===== config.mk =====
export PLATFORM = sky130hd
export DESIGN_NAME = hdr_word_serializer
export DESIGN_NICKNAME = d
export VERILOG_FILES = /design/src/rtl/hdr_ser_pkg.sv /design/src/rtl/hdr_field_merge.sv /design/src/rtl/hdr_reg_bank.sv /design/src/rtl/hdr_word_shifter.sv /design/src/rtl/hdr_word_serializer.sv
export SDC_FILE = /design/constraint.sdc
export NUM_CORES = 1
export LEC_CHECK = 0
export ABC_AREA = 1
export BUFFER_PORTS_ARGS = -buffer_cell sky130_fd_sc_hd__clkbuf_2
export CORE_ASPECT_RATIO = 1.2
export CORE_MARGIN = 2
export CORE_UTILIZATION = 45
export CTS_CLUSTER_SIZE = 12
export DETAILED_ROUTE_END_ITERATION = 6
export PLACE_DENSITY = 0.8
export SLEW_MARGIN = 20
export SYNTH_ARGS = -nofsm -noshare
export SYNTH_HDL_FRONTEND = slang
export SYNTH_SLANG_ARGS = --single-unit

===== constraint.sdc =====
create_clock -name clk -period 1.1 [get_ports clk]
set_input_delay 0.11 -clock clk [delete_from_list [all_inputs] [get_ports clk]]
set_output_delay 0.11 -clock clk [all_outputs]
set_load 0.02 [all_outputs]

===== src/rtl/hdr_ser_pkg.sv =====
package hdr_ser_pkg;

   // Field widths are packed as 16-bit slots, slot 0 in the low bits.
   localparam int MAX_FIELDS = 64;
   localparam int WSLOT      = 16;

   typedef logic [MAX_FIELDS*WSLOT-1:0] width_list_t;

   typedef enum logic {
      SH_IDLE = 1'b0,
      SH_SEND = 1'b1
   } sh_state_t;

   function automatic int fld_width(width_list_t lst, int idx);
      return int'(lst[idx*WSLOT +: WSLOT]);
   endfunction

   // Lowest header bit of field idx (sum of widths of all lower fields).
   function automatic int fld_lo(width_list_t lst, int idx);
      int acc;
      acc = 0;
      for (int i = 0; i < idx; i++) begin
         acc += fld_width(lst, i);
      end
      return acc;
   endfunction

   function automatic int ceil_div(int num, int den);
      return (num + den - 1) / den;
   endfunction

   function automatic int clog2_min1(int n);
      return (n <= 1) ? 1 : $clog2(n);
   endfunction

endpackage


===== src/rtl/hdr_field_merge.sv =====
module hdr_field_merge
   import hdr_ser_pkg::*;
#(
   parameter int                    NUM_FIELDS = 4,
   parameter width_list_t           WIDTHS     = '0,
   parameter logic [NUM_FIELDS-1:0] SEL        = '0,
   parameter int                    HDR_W      = 1
)(
   input  logic [HDR_W-1:0] dp_i,
   input  logic [HDR_W-1:0] reg_i,
   output logic [HDR_W-1:0] merged_o
);

   // One source choice per field, fixed at build time.
   for (genvar f = 0; f < NUM_FIELDS; f++) begin : g_fld
      localparam int LO = fld_lo(WIDTHS, f);
      localparam int W  = fld_width(WIDTHS, f);
      if (SEL[f]) begin : g_from_reg
         logic unused_dp_bits;
         assign merged_o[LO +: W] = reg_i[LO +: W];
         assign unused_dp_bits    = ^dp_i[LO +: W];
      end else begin : g_from_dp
         logic unused_reg_bits;
         assign merged_o[LO +: W] = dp_i[LO +: W];
         assign unused_reg_bits   = ^reg_i[LO +: W];
      end
   end

endmodule


===== src/rtl/hdr_reg_bank.sv =====
module hdr_reg_bank #(
   parameter int               HDR_W   = 32,
   parameter int               REG_AW  = 1,
   parameter logic [HDR_W-1:0] RST_VAL = '0
)(
   input  logic              clk,
   input  logic              rst,
   input  logic              wr_i,
   input  logic [REG_AW-1:0] addr_i,
   input  logic [31:0]       wdata_i,
   output logic [HDR_W-1:0]  vec_o
);

   logic [HDR_W-1:0] store;

   // Header bit b lives in word b/32 at lane b%32; addresses past the
   // last word match no bit and so are dropped.
   always_ff @(posedge clk) begin
      if (rst) begin
         store <= RST_VAL;
      end else if (wr_i) begin
         for (int b = 0; b < HDR_W; b++) begin
            if (addr_i == REG_AW'(b / 32)) begin
               store[b] <= wdata_i[b % 32];
            end
         end
      end
   end

   assign vec_o = store;

endmodule


===== src/rtl/hdr_word_shifter.sv =====
module hdr_word_shifter
   import hdr_ser_pkg::*;
#(
   parameter int HDR_W     = 64,
   parameter int DATA_W    = 32,
   parameter int NUM_WORDS = 2,
   parameter int CNT_W     = 1
)(
   input  logic              clk,
   input  logic              rst,
   input  logic              load_i,
   input  logic [HDR_W-1:0]  hdr_i,
   output logic              busy_o,
   input  logic              ready_i,
   output logic              valid_o,
   output logic              sop_o,
   output logic              eop_o,
   output logic [DATA_W-1:0] data_o
);

   localparam int TOT_W = NUM_WORDS * DATA_W;
   localparam int PAD_W = TOT_W - HDR_W;

   logic [TOT_W-1:0] padded;

   // Header aligned to the top; pad only exists for uneven widths.
   if (PAD_W == 0) begin : g_nopad
      assign padded = hdr_i;
   end else begin : g_pad
      assign padded = {hdr_i, {PAD_W{1'b0}}};
   end

   if (NUM_WORDS == 1) begin : g_single
      logic              busy;
      logic [DATA_W-1:0] word;

      always_ff @(posedge clk) begin
         if (rst) begin
            busy <= 1'b0;
            word <= '0;
         end else if (!busy) begin
            if (load_i) begin
               busy <= 1'b1;
               word <= padded;
            end
         end else if (ready_i) begin
            busy <= 1'b0;
         end
      end

      assign busy_o  = busy;
      assign valid_o = busy;
      assign sop_o   = busy;
      assign eop_o   = busy;
      assign data_o  = word;
   end else begin : g_multi
      localparam logic [CNT_W-1:0] LAST = CNT_W'(NUM_WORDS - 1);

      sh_state_t        state;
      logic [CNT_W-1:0] cnt;
      logic [TOT_W-1:0] shreg;

      always_ff @(posedge clk) begin
         if (rst) begin
            state <= SH_IDLE;
            cnt   <= '0;
            shreg <= '0;
         end else begin
            case (state)
               SH_IDLE: begin
                  if (load_i) begin
                     state <= SH_SEND;
                     cnt   <= '0;
                     shreg <= padded;
                  end
               end
               SH_SEND: begin
                  if (ready_i) begin
                     if (cnt == LAST) begin
                        state <= SH_IDLE;
                        cnt   <= '0;
                     end else begin
                        cnt   <= cnt + 1'b1;
                        shreg <= shreg << DATA_W;
                     end
                  end
               end
               default: state <= SH_IDLE;
            endcase
         end
      end

      assign busy_o  = (state == SH_SEND);
      assign valid_o = busy_o;
      assign sop_o   = busy_o && (cnt == '0);
      assign eop_o   = busy_o && (cnt == LAST);
      assign data_o  = shreg[TOT_W-1 -: DATA_W];
   end

endmodule


===== src/rtl/hdr_word_serializer.sv =====
module hdr_word_serializer
   import hdr_ser_pkg::*;
#(
   parameter int                            DATA_W         = 32,
   parameter int                            NUM_FIELDS     = 4,
   parameter logic [NUM_FIELDS*WSLOT-1:0]   FIELD_WIDTHS   = {16'd12, 16'd40, 16'd8, 16'd16},
   parameter logic [NUM_FIELDS-1:0]         FIELD_SEL      = 4'b0101,
   parameter int                            MAX_HDR_W      = 1024,
   parameter logic [MAX_HDR_W-1:0]          FIELD_DEFAULTS = MAX_HDR_W'(76'hBEE123456789A3CA5C3),
   localparam int HDR_W     = fld_lo(width_list_t'(FIELD_WIDTHS), NUM_FIELDS),
   localparam int NUM_WORDS = ceil_div(HDR_W, DATA_W),
   localparam int REG_WORDS = ceil_div(HDR_W, 32),
   localparam int REG_AW    = clog2_min1(REG_WORDS),
   localparam int CNT_W     = clog2_min1(NUM_WORDS)
)(
   input  logic              clk,
   input  logic              rst,
   input  logic              cfg_wr_i,
   input  logic [REG_AW-1:0] cfg_addr_i,
   input  logic [31:0]       cfg_wdata_i,
   input  logic              sop_valid_i,
   output logic              sop_ready_o,
   input  logic [HDR_W-1:0]  fld_dp_i,
   output logic [HDR_W-1:0]  fld_merged_o,
   output logic              hw_valid_o,
   output logic              hw_sop_o,
   output logic              hw_eop_o,
   output logic [DATA_W-1:0] hw_data_o,
   input  logic              hw_ready_i
);

   localparam width_list_t WLIST = width_list_t'(FIELD_WIDTHS);

   // Build-time legality checks.
   if (NUM_FIELDS < 1 || NUM_FIELDS > MAX_FIELDS) begin : g_bad_nfields
      $error("hdr_word_serializer: NUM_FIELDS out of range");
   end
   if (DATA_W < 1) begin : g_bad_data_w
      $error("hdr_word_serializer: DATA_W must be positive");
   end
   if (HDR_W > MAX_HDR_W) begin : g_bad_hdr_w
      $error("hdr_word_serializer: header wider than maximum stream width");
   end
   for (genvar f = 0; f < NUM_FIELDS; f++) begin : g_chk_w
      if (fld_width(WLIST, f) == 0) begin : g_zero
         $error("hdr_word_serializer: zero-width field");
      end
   end

   logic [HDR_W-1:0] reg_vec;
   logic             sh_busy;

   hdr_reg_bank #(
      .HDR_W   (HDR_W),
      .REG_AW  (REG_AW),
      .RST_VAL (FIELD_DEFAULTS[HDR_W-1:0])
   ) u_bank (
      .clk     (clk),
      .rst     (rst),
      .wr_i    (cfg_wr_i),
      .addr_i  (cfg_addr_i),
      .wdata_i (cfg_wdata_i),
      .vec_o   (reg_vec)
   );

   hdr_field_merge #(
      .NUM_FIELDS (NUM_FIELDS),
      .WIDTHS     (WLIST),
      .SEL        (FIELD_SEL),
      .HDR_W      (HDR_W)
   ) u_merge (
      .dp_i     (fld_dp_i),
      .reg_i    (reg_vec),
      .merged_o (fld_merged_o)
   );

   hdr_word_shifter #(
      .HDR_W     (HDR_W),
      .DATA_W    (DATA_W),
      .NUM_WORDS (NUM_WORDS),
      .CNT_W     (CNT_W)
   ) u_shift (
      .clk     (clk),
      .rst     (rst),
      .load_i  (sop_valid_i),
      .hdr_i   (fld_merged_o),
      .busy_o  (sh_busy),
      .ready_i (hw_ready_i),
      .valid_o (hw_valid_o),
      .sop_o   (hw_sop_o),
      .eop_o   (hw_eop_o),
      .data_o  (hw_data_o)
   );

   assign sop_ready_o = ~sh_busy;

endmodule


==> results of run 1 <==
## synthesized netlist by cell type
| cell | instances | area (um^2) |
|---|---|---|
| clkinv_1 | 1 | 3.75 |
| nand3_1 | 51 | 255 |
| dfxtp_1 | 135 | 2700 |
| nand3_2 | 1 | 10.0 |
| buf_6 | 3 | 33.8 |
| nand2_2 | 3 | 18.8 |
| inv_2 | 2 | 7.51 |
| buf_1 | 3 | 11.3 |
| clkbuf_1 | 22 | 82.6 |
| nor3_1 | 2 | 10.0 |
| a21oi_1 | 33 | 165 |
| buf_4 | 58 | 435 |
| nand2_1 | 293 | 1100 |
| o21ai_0 | 52 | 260 |
| buf_2 | 27 | 135 |
| o211ai_1 | 7 | 52.6 |
| inv_1 | 55 | 206 |
| nor2_1 | 188 | 706 |
## cell type report
class,instances,area (um^2),share of cell area
clock buffers,19,464,0.0511
multi-input cells,630,2960,0.326
inverters,58,228,0.0251
well taps,168,210,0.0232
repair buffers,274,2420,0.267
clock inverters,11,77.6,0.00855
flip-flops and latches,135,2720,0.299
## through the flow
stage	instance area [um^2]	setup TNS, ns	instances	total power (uW)
after floorplan	6270	-7.79	936	7570
after global placement	6980	-2.74	1194	8130
after detailed placement	6980	-3.20	1194	8170
after CTS	8570	-20.83	1280	14000
after global routing	9080	-25.62	1295	15000
final	9080	-22.06	1295	14500
## routing by layer
metal	share of wire	global-route usage
met2	0.49	0.436
met3	0.068	0.0458
met4	0.041	0.107
met1	0.40	0.324
met5	0	0
## state kept, by name, indices dropped and copies added, names as in the netlist
name                   flops
u_shift.g_multi.shreg     76
u_bank.vec_o              56
u_shift.g_multi.cnt        2
u_shift.busy_o             1
## final timing paths
path,to,slack (ns),cells past startpoint
max,u_shift.g_multi.shreg[21]$_SDFFE_PP0P_,-0.37,9
min reg2reg,u_shift.g_multi.shreg[29]$_SDFFE_PP0P_,0.48,2
min,u_shift.g_multi.shreg[93]$_SDFFE_PP0P_,0.05,5
max reg2reg,u_shift.g_multi.shreg[21]$_SDFFE_PP0P_,-0.37,9
## cells by family after synthesis
family                 after synthesis  share of synthesized area
AO/OA/AOI/OAI                       92                     0.0771
flip-flops                         135                      0.436
AND/OR/NAND/NOR                    538                      0.339
buffers and inverters              171                      0.148
## worst min-delay path, delay by kind of cell
kind | cells | cell delay (ns)
AND/OR/NAND/NOR | 3 | 0.17
AO/OA/AOI/OAI | 1 | 0.06
buffers and inverters | 1 | 0.09
## where the power goes
part           total [uW]  switching (uW)  internal [uW]
clock network        5220            2180           3040
logic                3670            2040           1640
registers            5620             293           5330
total               14500            4510          10000
## timing repair
item | 4_1_cts | 5_1_grt
gates resized for setup | 68 | 125
buffers inserted | 10 | 10
hold buffers | 33 | 0
cloned | 13 | 5
endpoints found under the hold margin | 56 | 0
setup endpoints to repair | 89 | 125
pin swaps | 9 | 29
==> metrics, run 1 <==
Max Freq=681 MHz; Worst EP required=1.45 ns; clock skew=0.00759 ns; DRC viols=0; CORE AREA=13,400 um^2; critical path startpoint category=flop; failing checks=setup timing; synthesized area per cell=6.62 um^2; Worst path top cell family by delay=buffers and inverters; dpl ws=-0.0697 ns; hold_ws=0.0460 ns; H-Tree Depth=4; initial DRC count=549; Slew headroom=0.623; first-pass GRT wire length=30,700 um; DR vias=6,760; layout cell share with drive strength beyond 1=0.314; pwr/cell area=1600 nW/um^2; slew at the pin with the worst max-slew slack=0.564 ns; Max Slew Vio Count=0; commonest non-fill, non-tap cell in the layout=nand2_1; Final Hold Fails=0; crit path launch=u_shift.busy_o$_SDFF_PP0_; drt first pass iters=5; CP Cell Sequence=inv_6 -> buf_6 -> nand2_4 -> nand2_8 -> buf_8 -> bufbuf_16 -> nand3_2 -> nand2_1 -> nor2_1; Congestion Overflow GR=0; worst vdd ir=1.04 mV; Post-Syn Area=6200 um^2; crit path max fanout=5; starting density of the core=0.464; IO Count=227; largest net degree at the start of global routing=41; Die Wd=111 um; Crit Reg-Reg Startpoint=u_shift.busy_o$_SDFF_PP0_; CP endpoint kind=flop; Seq/Total Area, Yosys=0.436; # fillers=948; flops & latches, synth=135; Layout area overhead=46.5%; CTS Buf Count=17; ANT nets after route=0; Port Buffer Count=170; clock sinks=135; CTS tree=yes; Synth Warn #=0; row count=46; CP peak stage delay=0.40 ns; Setup CP Type=flop to flop; Syn Inst Count=936; post-synth net total=1,051; commonest cells after routing, fill and taps aside=nand2_1 (285), nor2_1 (177), clkbuf_2 (129); Final Cycle Share=1.33; Final Critical Period=1.47 ns; DR WL/cell=16.4 um; drt via density=5.22; hpwl dp=10,800 um; Clock Tree Buf Depth=2; worst setup margin=-0.368 ns; CTS clock-pin slew for the worst setup and hold paths=0.06 ns; Final Util=0.680; Skew-Pair Late Insertion Delay=0.41 ns; Hold Crit Start=fld_dp_i[73]; status=finished with violations; diodes inserted=0; synth unique cells=18; leak pwr=0.00463 uW; Arr. time, crit path=1.82 ns; clock tree root buffer cell=clkbuf_16; Max Cap Violations=0; Buf/Inv on CP=4; vias in the first global route=6,106; hold crit path type=primary input to flop; Routability Congestion=0.833; initial antenna violation count=0; RSZ-0062 raised after global routing=yes; chip height=133 um; GRT Overall Usage=0.257; NumNets Final=1,231; count of final setup violators=85; final wirelength=21,200 um; die area=14,700 um^2; critical path's slowest cell=dfxtp_4
No activity file was read; power rests on OpenSTA's default activity.
==> run 2: changes to the inputs <==
- BUFFER_PORTS_ARGS: -buffer_cell sky130_fd_sc_hd__clkbuf_2 -> default
- CORE_UTILIZATION: 45 -> 57
- DONT_BUFFER_PORTS: default -> 1
- GPL_TIMING_DRIVEN: default -> 0
- PLACE_DENSITY: 0.8 -> 0.78
==> run 2 against run 1 <==
- the run ends with DRC, hold timing, setup timing left
- setup slack lost 0.20 ns
- combinational power grew 4%
- routed wire length grew 29%
- clock power grew 15%
- critical path type unchanged
- largest cell class unchanged
- highest routed layer unchanged
==> metrics, run 2 (synthesis gave the netlist of run 1 again) <==
status=finished with violations (unchanged); failing checks=DRC, hold timing, setup timing (was setup timing); die area=11,700 um^2 (was 14,700 um^2); vias in the first global route=6,864 (was 6,106); count of final setup violators=84 (was 85); dpl ws=-0.365 ns (was -0.0697 ns); row count=41 (was 46); drt via density=6.31 (was 5.22); largest register by flop count=u_shift.g_multi.shreg (unchanged); Setup CP Type=flop to flop (unchanged); total placed cells including tap cells=1,065 (was 1,194); clock sinks=135 (unchanged); hpwl dp=12,000 um (was 10,800 um); starting density of the core=0.586 (was 0.464); Max Slew Vio Count=0 (unchanged); FF+latch area=2710 um^2 (was 2720 um^2); CP peak stage delay=0.40 ns (about the same); hold crit path type=primary input to flop (unchanged); CP endpoint kind=flop (unchanged); Arr. time, crit path=2.01 ns (was 1.82 ns); Clock Tree Buf Depth=2 (unchanged); CTS Buf Count=17 (unchanged); CORE AREA=10,600 um^2 (was 13,400 um^2); DRC viols=1 (was 0); commonest non-fill, non-tap cell in the layout=nand2_1 (unchanged); Final Critical Period=1.67 ns (was 1.47 ns); largest net degree at the start of global routing=17 (was 41); initial DRC count=1,084 (was 549); GRT Overall Usage=0.397 (was 0.257); crit path max fanout=5 (unchanged); Buf/Inv on CP=5 (was 4); critical path's slowest cell=dfxtp_4 (unchanged); Max Cap Violations=0 (unchanged); Worst path top cell family by delay=buffers and inverters (unchanged); Congestion Overflow GR=0 (unchanged); critical path startpoint category=flop (unchanged); drt first pass iters=7 (was 5); initial antenna violation count=0 (unchanged); max reg flops=76 (unchanged); worst vdd ir=1.29 mV (was 1.04 mV); commonest cells after routing, fill and taps aside=nand2_1 (249), nor2_1 (145), dfxtp_1 (131) (was nand2_1 (285), nor2_1 (177), clkbuf_2 (129)); most frequent cell on the critical path=nand2_8; Layout area overhead=45.4% (was 46.5%); pwr/cell area=1740 nW/um^2 (was 1600 nW/um^2); hold_ws=-0.0695 ns (was 0.0460 ns); ANT nets after route=0 (unchanged); hold_buf cts=53 (was 33); layout cell share with drive strength beyond 1=0.296 (was 0.314); CTS clock-pin slew for the worst setup and hold paths=0.06 ns (about the same); leak pwr=0.00425 uW (was 0.00463 uW); DR vias=7,458 (was 6,760); area of the multi-input gates=3330 um^2 (was 2960 um^2); IO Count=227 (unchanged); first-pass GRT wire length=36,300 um (was 30,700 um); Worst EP required=1.44 ns (was 1.45 ns); slew at the pin with the worst max-slew slack=0.778 ns (was 0.564 ns); DR WL/cell=23.2 um (was 16.4 um); diodes inserted=0 (unchanged); Max Freq=599 MHz (was 681 MHz); Slew headroom=0.481 (was 0.623); CTS tree=yes (unchanged); # fillers=505 (was 948); clock skew=0.0129 ns (was 0.00759 ns); RSZ-0062 raised after global routing=yes (unchanged); Finished Cell Area=9010 um^2 (was 9080 um^2); Routability Congestion=0.895 (was 0.833); chip height=118 um (was 133 um); NumNets Final=1,155 (was 1,231); H-Tree Depth=4 (unchanged); post-placement cell area=6430 um^2 (was 6980 um^2); final total power=15,600 uW (was 14,500 uW); Skew-Pair Late Insertion Delay=0.44 ns (was 0.41 ns); worst setup margin=-0.568 ns (was -0.368 ns); non-filler instance count after layout=1,182 (was 1,295); Die Wd=99.2 um (was 111 um); CP Cell Sequence=buf_8 -> inv_6 -> buf_12 -> nand2_8 -> nand2_8 -> buf_6 -> buf_4 -> nand3_1 -> nand2_1 -> nor2_1 (was inv_6 -> buf_6 -> nand2_4 -> nand2_8 -> buf_8 -> bufbuf_16 -> nand3_2 -> nand2_1 -> nor2_1); Final Cycle Share=1.52 (was 1.33); Final Hold Fails=1 (was 0); Port Buffer Count=0 (was 170); clock tree root buffer cell=clkbuf_16 (unchanged); final wirelength=27,400 um (was 21,200 um)
==> run 2: cell types whose count changed in the layout (fill, tap and decap cells not counted), moves of 21 or more <==
cell,before,now
clkbuf_2,129,2
nor2_1,177,145
buf_4,48,70
nand2_1,285,249
nor2_2,9,30
nand2_2,6,28
==> run 2: stage by stage <==
stage	util	TNS, ns
CTS	0.796	-26.12
floorplan	-	-7.79
global route	0.852	-36.05
global placement	0.609	-24.02
detailed placement	0.609	-25.00
finish	0.852	-33.02
==> run 2: layout make-up <==
class                           count  share of cell area
Multi-Input combinational cell    630               0.370
Sequential cell                   135               0.301
Timing Repair Buffer               88               0.113
Buffer                            110               0.105
Clock buffer                       19              0.0515
Inverter                           58              0.0261
Tap cell                          129              0.0179
Clock inverter                     13              0.0158
==> run 2: power by group <==
group          switching (uW)  internal, uW
Clock                    2430          3550
Sequential                513          5320
Combinational            2260          1570
Total                    5210         10400
==> run 2: worst min-delay path, stage by stage <==
cell	delay, ns
nand2_8	0.05
buf_4	0.11
a21oi_2	0.05
==> run 2: path summary, 6_finish.rpt <==
kind | from | endpoint | slack (ns) | cells after the start
setup reg to reg | u_shift.busy_o$_SDFF_PP0_ | u_shift.g_multi.shreg[40]$_SDFFE_PP0P_ | -0.57 | 10
setup / recovery | u_shift.busy_o$_SDFF_PP0_ | u_shift.g_multi.shreg[40]$_SDFFE_PP0P_ | -0.57 | 10
hold / removal | sop_valid_i | u_shift.busy_o$_SDFF_PP0_ | -0.07 | 3
hold reg to reg | u_shift.g_multi.shreg[23]$_SDFFE_PP0P_ | u_shift.g_multi.shreg[23]$_SDFFE_PP0P_ | 0.48 | 2
==> run 2: repair_timing <==
item                                    CTS  global route
buffers inserted                         15            13
pin swaps                                32            53
hold endpoints to repair                 77             1
resized for setup                       147           156
endpoints found under the setup margin   82            83
cloned                                    9             4
==> run 2: routing by layer <==
| metal | up-vias | GRT usage | share of wire |
|---|---|---|---|
| met5 | - | 0 | 0 |
| met4 | 0 | 0.265 | 0.092 |
| met3 | 295 | 0.131 | 0.14 |
| met2 | 799 | 0.627 | 0.45 |
| met1 | 3321 | 0.454 | 0.32 |
| li1 | 3043 | - | - |
